[src/rtl/irqagg_pkg.sv]
`timescale 1ns/1ps
package irqagg_pkg;
    localparam int unsigned SRC_N    = 9;
    localparam int unsigned LINE_N   = 3;
    localparam int unsigned DATA_W   = 32;
    localparam int unsigned ADDR_W   = 4;
    localparam int unsigned PEND_POS = 16;

    typedef enum logic [1:0] {
        SEL_POL,
        SEL_LINE,
        SEL_NONE
    } reg_sel_e;
endpackage

[src/rtl/irqagg_sync.sv]
`timescale 1ns/1ps
// Two-stage synchronizer for a vector of asynchronous levels.
module irqagg_sync #(
    parameter int unsigned W = 9,
    parameter logic [W-1:0] RST_VAL = '1
) (
    input  logic         clk_i,
    input  logic         rst_ni,
    input  logic [W-1:0] d_i,
    output logic [W-1:0] q_o
);
    typedef struct packed {
        logic [W-1:0] s1;
        logic [W-1:0] s2;
    } sync_t;

    sync_t st_d, st_q;

    always_comb begin
        st_d    = st_q;
        st_d.s1 = d_i;
        st_d.s2 = st_q.s1;
    end

    always_ff @(posedge clk_i or negedge rst_ni) begin
        if (!rst_ni) begin
            st_q <= '{s1: RST_VAL, s2: RST_VAL};
        end else begin
            st_q <= st_d;
        end
    end

    assign q_o = st_q.s2;
endmodule

[src/rtl/irqagg_pend.sv]
`timescale 1ns/1ps
// Polarity conversion and shared pending vector with acknowledge.
module irqagg_pend #(
    parameter int unsigned N = 9
) (
    input  logic         clk_i,
    input  logic         rst_ni,
    input  logic [N-1:0] lvl_i,
    input  logic [N-1:0] pol_i,
    input  logic [N-1:0] ack_i,
    output logic [N-1:0] active_o,
    output logic [N-1:0] pend_o
);
    typedef struct packed {
        logic [N-1:0] pend;
    } pend_t;

    pend_t st_d, st_q;

    for (genvar n = 0; n < N; n++) begin : g_act
        // polarity 1: high is active; polarity 0: low is active
        assign active_o[n] = pol_i[n] ? lvl_i[n] : ~lvl_i[n];
    end

    always_comb begin
        st_d      = st_q;
        // a still-active source wins over its acknowledge
        st_d.pend = (st_q.pend & ~ack_i) | active_o;
    end

    always_ff @(posedge clk_i or negedge rst_ni) begin
        if (!rst_ni) begin
            st_q <= '0;
        end else begin
            st_q <= st_d;
        end
    end

    assign pend_o = st_q.pend;
endmodule

[src/rtl/irqagg_out.sv]
`timescale 1ns/1ps
// Registered request outputs, one per line.
module irqagg_out #(
    parameter int unsigned N = 9,
    parameter int unsigned L = 3
) (
    input  logic           clk_i,
    input  logic           rst_ni,
    input  logic [N-1:0]   pend_i,
    input  logic [L*N-1:0] en_i,
    output logic [L-1:0]   irq_o
);
    typedef struct packed {
        logic [L-1:0] irq;
    } out_t;

    out_t st_d, st_q;
    logic [L-1:0] hit;

    for (genvar k = 0; k < L; k++) begin : g_line
        assign hit[k] = |(pend_i & en_i[k*N +: N]);
    end

    always_comb begin
        st_d     = st_q;
        st_d.irq = hit;
    end

    always_ff @(posedge clk_i or negedge rst_ni) begin
        if (!rst_ni) begin
            st_q <= '0;
        end else begin
            st_q <= st_d;
        end
    end

    assign irq_o = st_q.irq;
endmodule

[src/rtl/irq_aggregator.sv]
`timescale 1ns/1ps
module irq_aggregator
    import irqagg_pkg::*;
#(
    parameter int unsigned NSRC  = SRC_N,
    parameter int unsigned NLINE = LINE_N,
    parameter int unsigned DW    = DATA_W,
    parameter int unsigned AW    = ADDR_W,
    parameter int unsigned PPOS  = PEND_POS
) (
    input  logic            clk_i,
    input  logic            rst_ni,
    input  logic [NSRC-1:0] src_i,
    input  logic            wr_en_i,
    input  logic [AW-1:0]   addr_i,
    input  logic [DW-1:0]   wdata_i,
    output logic [DW-1:0]   rdata_o,
    output logic [NLINE-1:0] irq_o
);
    localparam int unsigned LIDX_W = (NLINE > 1) ? $clog2(NLINE) : 1;
    // idle level for the reset polarity (0 = active-low) is high
    localparam logic [NSRC-1:0] SYNC_RST = '1;

    typedef struct packed {
        logic [NSRC-1:0]              pol;
        logic [NLINE-1:0][NSRC-1:0]   en;
    } cfg_t;

    cfg_t              cfg_d, cfg_q;
    reg_sel_e          sel;
    logic [LIDX_W-1:0] lidx;
    logic [NSRC-1:0]   lvl_w, act_w, pend_w, ack_w, pol_w;
    logic [NLINE*NSRC-1:0] en_w;

    // address decode
    always_comb begin
        sel  = SEL_NONE;
        lidx = '0;
        if (addr_i == '0) begin
            sel = SEL_POL;
        end else if (int'(addr_i) <= int'(NLINE)) begin
            sel  = SEL_LINE;
            lidx = LIDX_W'(int'(addr_i) - 1);
        end
    end

    // configuration next state and acknowledge vector
    always_comb begin
        cfg_d = cfg_q;
        ack_w = '0;
        if (wr_en_i) begin
            case (sel)
                SEL_POL: cfg_d.pol = wdata_i[NSRC-1:0];
                SEL_LINE: begin
                    cfg_d.en[lidx] = wdata_i[NSRC-1:0];
                    ack_w          = wdata_i[PPOS +: NSRC];
                end
                default: ;
            endcase
        end
    end

    always_ff @(posedge clk_i or negedge rst_ni) begin
        if (!rst_ni) begin
            cfg_q <= '0;
        end else begin
            cfg_q <= cfg_d;
        end
    end

    // read path
    always_comb begin
        rdata_o = '0;
        case (sel)
            SEL_POL:  rdata_o = DW'(cfg_q.pol);
            SEL_LINE: rdata_o = (DW'(pend_w) << PPOS) | DW'(cfg_q.en[lidx]);
            default:  rdata_o = '0;
        endcase
    end

    assign pol_w = cfg_q.pol;
    assign en_w  = cfg_q.en;

    irqagg_sync #(
        .W       (NSRC),
        .RST_VAL (SYNC_RST)
    ) u_sync (
        .clk_i  (clk_i),
        .rst_ni (rst_ni),
        .d_i    (src_i),
        .q_o    (lvl_w)
    );

    irqagg_pend #(
        .N (NSRC)
    ) u_pend (
        .clk_i    (clk_i),
        .rst_ni   (rst_ni),
        .lvl_i    (lvl_w),
        .pol_i    (pol_w),
        .ack_i    (ack_w),
        .active_o (act_w),
        .pend_o   (pend_w)
    );

    irqagg_out #(
        .N (NSRC),
        .L (NLINE)
    ) u_out (
        .clk_i  (clk_i),
        .rst_ni (rst_ni),
        .pend_i (pend_w),
        .en_i   (en_w),
        .irq_o  (irq_o)
    );
endmodule

[config.mk]
export PLATFORM = sky130hd
export DESIGN_NAME = irq_aggregator
export DESIGN_NICKNAME = d
export VERILOG_FILES = /design/src/rtl/irqagg_pkg.sv /design/src/rtl/irqagg_sync.sv /design/src/rtl/irqagg_pend.sv /design/src/rtl/irqagg_out.sv /design/src/rtl/irq_aggregator.sv
export SDC_FILE = /design/constraint.sdc
export NUM_CORES = 1
export LEC_CHECK = 0
export ABC_AREA = 1
export ABC_CLOCK_PERIOD_IN_PS = 2400
export BUFFER_PORTS_ARGS = -buffer_cell sky130_fd_sc_hd__buf_4
export CAP_MARGIN = 20
export CORE_MARGIN = 4
export CORE_UTILIZATION = 41
export CTS_CLUSTER_SIZE = 24
export DETAILED_ROUTE_END_ITERATION = 7
export PLACE_DENSITY = 0.67
export SLEW_MARGIN = 40
export SYNTH_ARGS = -nofsm -noshare
export SYNTH_HDL_FRONTEND = slang
export SYNTH_SLANG_ARGS = --single-unit
export TNS_END_PERCENT = 50
[constraint.sdc]
create_clock -name clk_i -period 2.4 [get_ports clk_i]
set_input_delay 0.36 -clock clk_i [delete_from_list [all_inputs] [get_ports clk_i]]
set_output_delay 0.36 -clock clk_i [all_outputs]
set_load 0.02 [all_outputs]
Word-level counts from Yosys, hierarchy flattened. Cells that the tools add are included.

Register bits: 66. Bits of input ports: 48. Output and inout port bits: 35. Logic and storage cells: 58.

Add/sub/neg operators: 1. Order comparisons: 3. Eq/ne operators: 1. Mux-type cells: 21. Bitwise operators: 16. Reduce and logical (&&, ||, !) cells: 8.

Operators by type and width (count): one-hot mux 25 bit (2 select lines) (1); bitwise AND 9 bit (4); two-way mux 9 bit (4); bitwise mux 27 bit (1); OR reduction 9 bit (3); OR 25 x 9 -> 25 bit (1); binary-select mux 9 bit (select 2 bit) (1); demux 9 bit (select 2 bit) (1); two-way mux 1 bit (9); NOT 1 bit (9); NOT 9 bit (1); OR 9 bit (1); two-way mux 2 bit (4); <= comparator 4 x 2 -> 1 bit, second input constant (1); logical NOT 4 bit (1); AND reduction 2 bit (2); < comparator 2 x 3 -> 1 bit, second input constant (1); equality test 2 x 1 -> 1 bit, second input constant (1); >= comparator 2 x 1 -> 1 bit, second input constant (1); logical NOT 2 bit (1); subtractor 2 x 1 -> 2 bit, second input constant (1); logical AND 1 bit (1).

Logic depth before layout (Yosys ltp).
Depth after elaboration: 9. Gate-level depth with buffers: 11. Mapped depth without buffers: 9.

Cells and area by module. Synthesis repeated with hierarchy kept, for this count alone.

Cells, all modules: 425. Area, all modules: 3450.8 sq um.

Modules (own cells, without submodules): irq_aggregator (times used 1, cells an instance 275, area each 2142.1 sq um, seq. area each 900.9 sq um); irqagg_pend (times used 1, cells an instance 81, area each 574.3 sq um, seq. area each 225.2 sq um); irqagg_sync (times used 1, cells an instance 18, area each 473.0 sq um, seq. area each 473.0 sq um); irqagg_out (times used 1, cells an instance 51, area each 261.5 sq um, seq. area each 75.1 sq um).

Worst setup path after synthesis. OpenSTA, ideal clock, no wires.

Kind: input to output. Start: input addr_i[0]. End: output rdata_o[0]. Arrival time: 1802 ps. Data required time: 2040 ps. Slack: 238 ps. Stages on the path: 9. Path buffers: 1. Path through: inv_1 buf_2 ha_1 nand3b_4 nor2_8 nand2_1 nand2_1 nand2_1 nand2_1.

Word-level cells in the longest chain between the ends: 7. Elaborated cells between the ends (all ways): 13. Classes of those cells: 1 x add/sub; 1 x order compare; 1 x eq/ne; 7 x mux; 1 x bitwise; 2 x reduce/logical.

Ends and longest elaborated chain: start, declared (RTL line irq_aggregator.sv:15) `input logic [AW-1:0] addr_i,`; <= comparator 4 x 2 -> 1 bit or subtractor 2 x 1 -> 2 bit (tied branches) (RTL line irq_aggregator.sv:41, irq_aggregator.sv:43); two-way mux 2 bit (RTL line irq_aggregator.sv:41) `end else if (int'(addr_i) <= int'(NLINE)) begin`; two-way mux 2 bit (RTL line irq_aggregator.sv:39) `if (addr_i == '0) begin`; binary-select mux 9 bit (select 2 bit) (RTL line irq_aggregator.sv:76) `SEL_LINE: rdata_o = (DW'(pend_w) << PPOS) | DW'(cfg_q.en[lidx]);`; two-way mux 9 bit (not written as such) (RTL line irq_aggregator.sv:76); OR 25 x 9 -> 25 bit (RTL line irq_aggregator.sv:76); one-hot mux 25 bit (2 select lines) * (RTL line irq_aggregator.sv:74) `case (sel)`; end, declared (RTL line irq_aggregator.sv:17) `output logic [DW-1:0] rdata_o,`.

Mark *: on every way between the ends. The rest lies on a longest branch, timed or not. The select of a mux whose other input is x is not followed.

Final worst setup path.
Start: input addr_i[0]. End: output rdata_o[4].

Same word-level chain as after synthesis.

==> run metrics <==
Post-Layout Cell Count=527; Die Y=around 96 µm; final setup TNS=0 ns; Clock Tree Buf Depth=2; GP Congestion=~0.85; outcome=complete, no violations; Inst Count DP=512; # hold bufs at CTS=0; leading area contributor after synthesis=dfrtp_1; Clk pin slew, worst setup/hold paths=around 0.06 ns; Yosys reg bits=66; CTS tree=yes; Slew @ Worst Pin=between 0.5 and 0.6 ns; Peak Freq=between 400 and 500 MHz; total track usage=17.32%; Tmin final=2.173 ns; CTS root buffer=clkbuf_8; initial DRC count=about 150; Antenna Cells=0; drt pass-1 iters=5; Placeable Area=7408 µm²; final net count=around 470; Slew HR=~60%; hold crit path type=input pin to asynchronous set/reset pin; Post-Syn Area per Cell=8.800 µm²; initial antenna violation count=0; Clock Latency Late Sink=0.33 ns; gr ovfl total=0; worst-path fanout max=10; Post-Place Cell Area=3643 µm²; CTS Buf Count=9; final hold slack=between 0.015 and 0.02 ns; clock tree sinks=66; Syn. warnings=0; num rows=31; CP Capture Type=primary output; final-report hold violation count=0; worst r2r src=u_pend.pend_o[1]$_DFF_PN0_; Buf/Inv on CP=3; Max Slew Vio Count=0; CP Class=input pin to primary output; period utilization=90.54%; number of H-tree levels=3; die area=around 9300 µm²; largest net degree at the start of global routing=67; Gate Count Post-Synth=approximately 360; Critical Path RT=2.04 ns; HPWL after DPL=5127 µm; Final setup violation count=0; cell mode on critical path=nand2_1; pwr/cell area=770.5 nW/µm²; Crit path arrival time=roughly 1.8 ns; max-cap violations=0; Worst path slowest cell=ha_1; sequential element share of the synthesized area=between 50% and 60%; post-CTS sizing=0; Detail Route Antenna Nets=0; RSZ-0062 raised after global routing=false; ordered list of cells on the worst path=buf_4, inv_1, ha_1, nand3b_4, nor2_8, nand2_1, nand2_1, nand2_1, nand2_1, buf_4; Cell Area, Synth=3203 µm²; # IOs=83; IO Port Bufs=54; Area contributors post-synth=dfrtp_1 (38%), nand2_1 (15%), dfstp_2 (15%); vias in the first global route=around 2500; DRC violations left=0; Area growth syn-to-layout=19.77%; worst IR drop on VDD=~0.33 mV; Initial Utilization=43.24%; Worst Setup SP=addr_i[0]; first-pass GRT wire length=12190 µm; share of cells above drive strength 1=between 20% and 30%; Routed WL=~7300 µm; Lkg Pwr=about 2.1 nW; clock skew=0.008487 ns; Die Wd=around 96 µm; drt via density=around 4.7; post-CTS setup buffers=0; Worst path top cell family by delay=simple AND/OR/NAND/NOR gates; via count=about 2500; post-synthesis cell type count=28; CP peak stage delay=about 0.36 ns; Final Instance Area=approximately 3800 µm²; top-area cell type share of the netlist area=a little under two fifths; Critical Path Start Type=input pin; Avg WL per Cell=around 14 µm
placed cells by master, fill, tap and decap left out:
master / n
conb_1: 14
nand3_2: 2
xor2_1: 9
nand2_2: 2
buf_4: 58
clkbuf_8: 13
dfstp_2: 18
nor2_2: 1
ha_1: 1
dfrtp_1: 48
nand3b_4: 1
buf_6: 1
o21ai_1: 5
nand3_4: 1
clkinv_2: 2
nor2_4: 2
inv_1: 39
a21oi_1: 6
o21ai_0: 15
nand2_1: 130
clkinv_1: 1
inv_2: 2
nor2_8: 1
nand2_4: 2
o21ai_2: 18
o22ai_1: 3
nand4_1: 10
nand3_1: 13
nor2_1: 10
where the power goes:
| group | switching [mW] | internal (mW) |
|---|---|---|
| clock | 0.393 | 0.479 |
| combinational | 0.381 | 0.269 |
| sequential | 0.130 | 1.30 |
| total | 0.903 | 2.05 |
metrics by stage:
| step | util, % | power [mW] | setup WS, ns |
|---|---|---|---|
| 2_1_floorplan | - | 1.887 | 0.2383 |
| 3_3_place_gp | 49.18 | 2.080 | 0.2201 |
| 3_5_place_dp | 49.18 | 2.104 | 0.2198 |
| 4_1_cts | 51.73 | 2.986 | 0.2233 |
| 5_1_grt | 51.78 | 3.163 | 0.06348 |
| 6_report | 51.78 | 2.956 | 0.2271 |
flip-flops by register name, summed over array words and instances (netlist names):
name           count
cfg_q             27
pol_w              9
u_pend.pend_o      9
u_sync.q_o         9
u_sync.st_d        9
u_out.irq_o        3
kinds of logic (layout without fill, tap and decap cells):
kind of cell	Yosys count	after routing	synth area share, %
simple gates	175	175	24.80
flops	66	66	52.27
xor+xnor	9	9	2.461
buf+inv	65	116	10.39
other cells	1	14	0.1171
fa+ha+maj	1	1	0.3906
compound gates	47	47	9.570
synth_stat cells:
master / number
a21oi_1: 6
buf_2: 5
buf_4: 14
buf_6: 4
clkinv_1: 1
conb_1: 1
dfrtp_1: 48
dfstp_2: 18
ha_1: 1
inv_1: 39
inv_2: 2
nand2_1: 130
nand2_2: 2
nand2_4: 2
nand3_1: 13
nand3_2: 2
nand3_4: 1
nand3b_4: 1
nand4_1: 10
nor2_1: 10
nor2_2: 1
nor2_4: 2
nor2_8: 1
o21ai_0: 15
o21ai_1: 5
o21ai_2: 18
o22ai_1: 3
xor2_1: 9
worst paths after layout:
path                       slack [ns]                       end  depth (start not counted)
hold / removal                   0.02      pol_w[1]$_DFFE_PN0P_                          1
setup / recovery                 0.23                rdata_o[4]                         10
min in group clk_i               0.13  u_sync.st_d[6]$_DFF_PN1_                          1
hold reg to reg                  0.36   u_sync.q_o[1]$_DFF_PN1_                          0
max in group asynchronous        1.97     cfg_q[12]$_DFFE_PN0P_                          1
setup reg to reg                 1.37  u_out.irq_o[0]$_DFF_PN0_                          4
final cells by class:
type,count,area (µm²)
timing repair buffer,59,446.7
clock buffer,13,178.9
fill,711,3572
multi-input combinational,246,1245
sequential,66,1674
tap,99,123.9
clock inverter,2,10.01
inverter,42,157.7
layer usage:
| layer | share of wire [%] | track usage, % | wire length, µm |
|---|---|---|---|
| met5 | 0 | 0 | 0 |
| met1 | 44 | 22.84 | 3223 |
| met3 | 7.5 | 3.796 | 550 |
| met4 | 1.3 | 7.009 | 93 |
| met2 | 47 | 27.72 | 3432 |
Power figures use the tool's default switching activity.
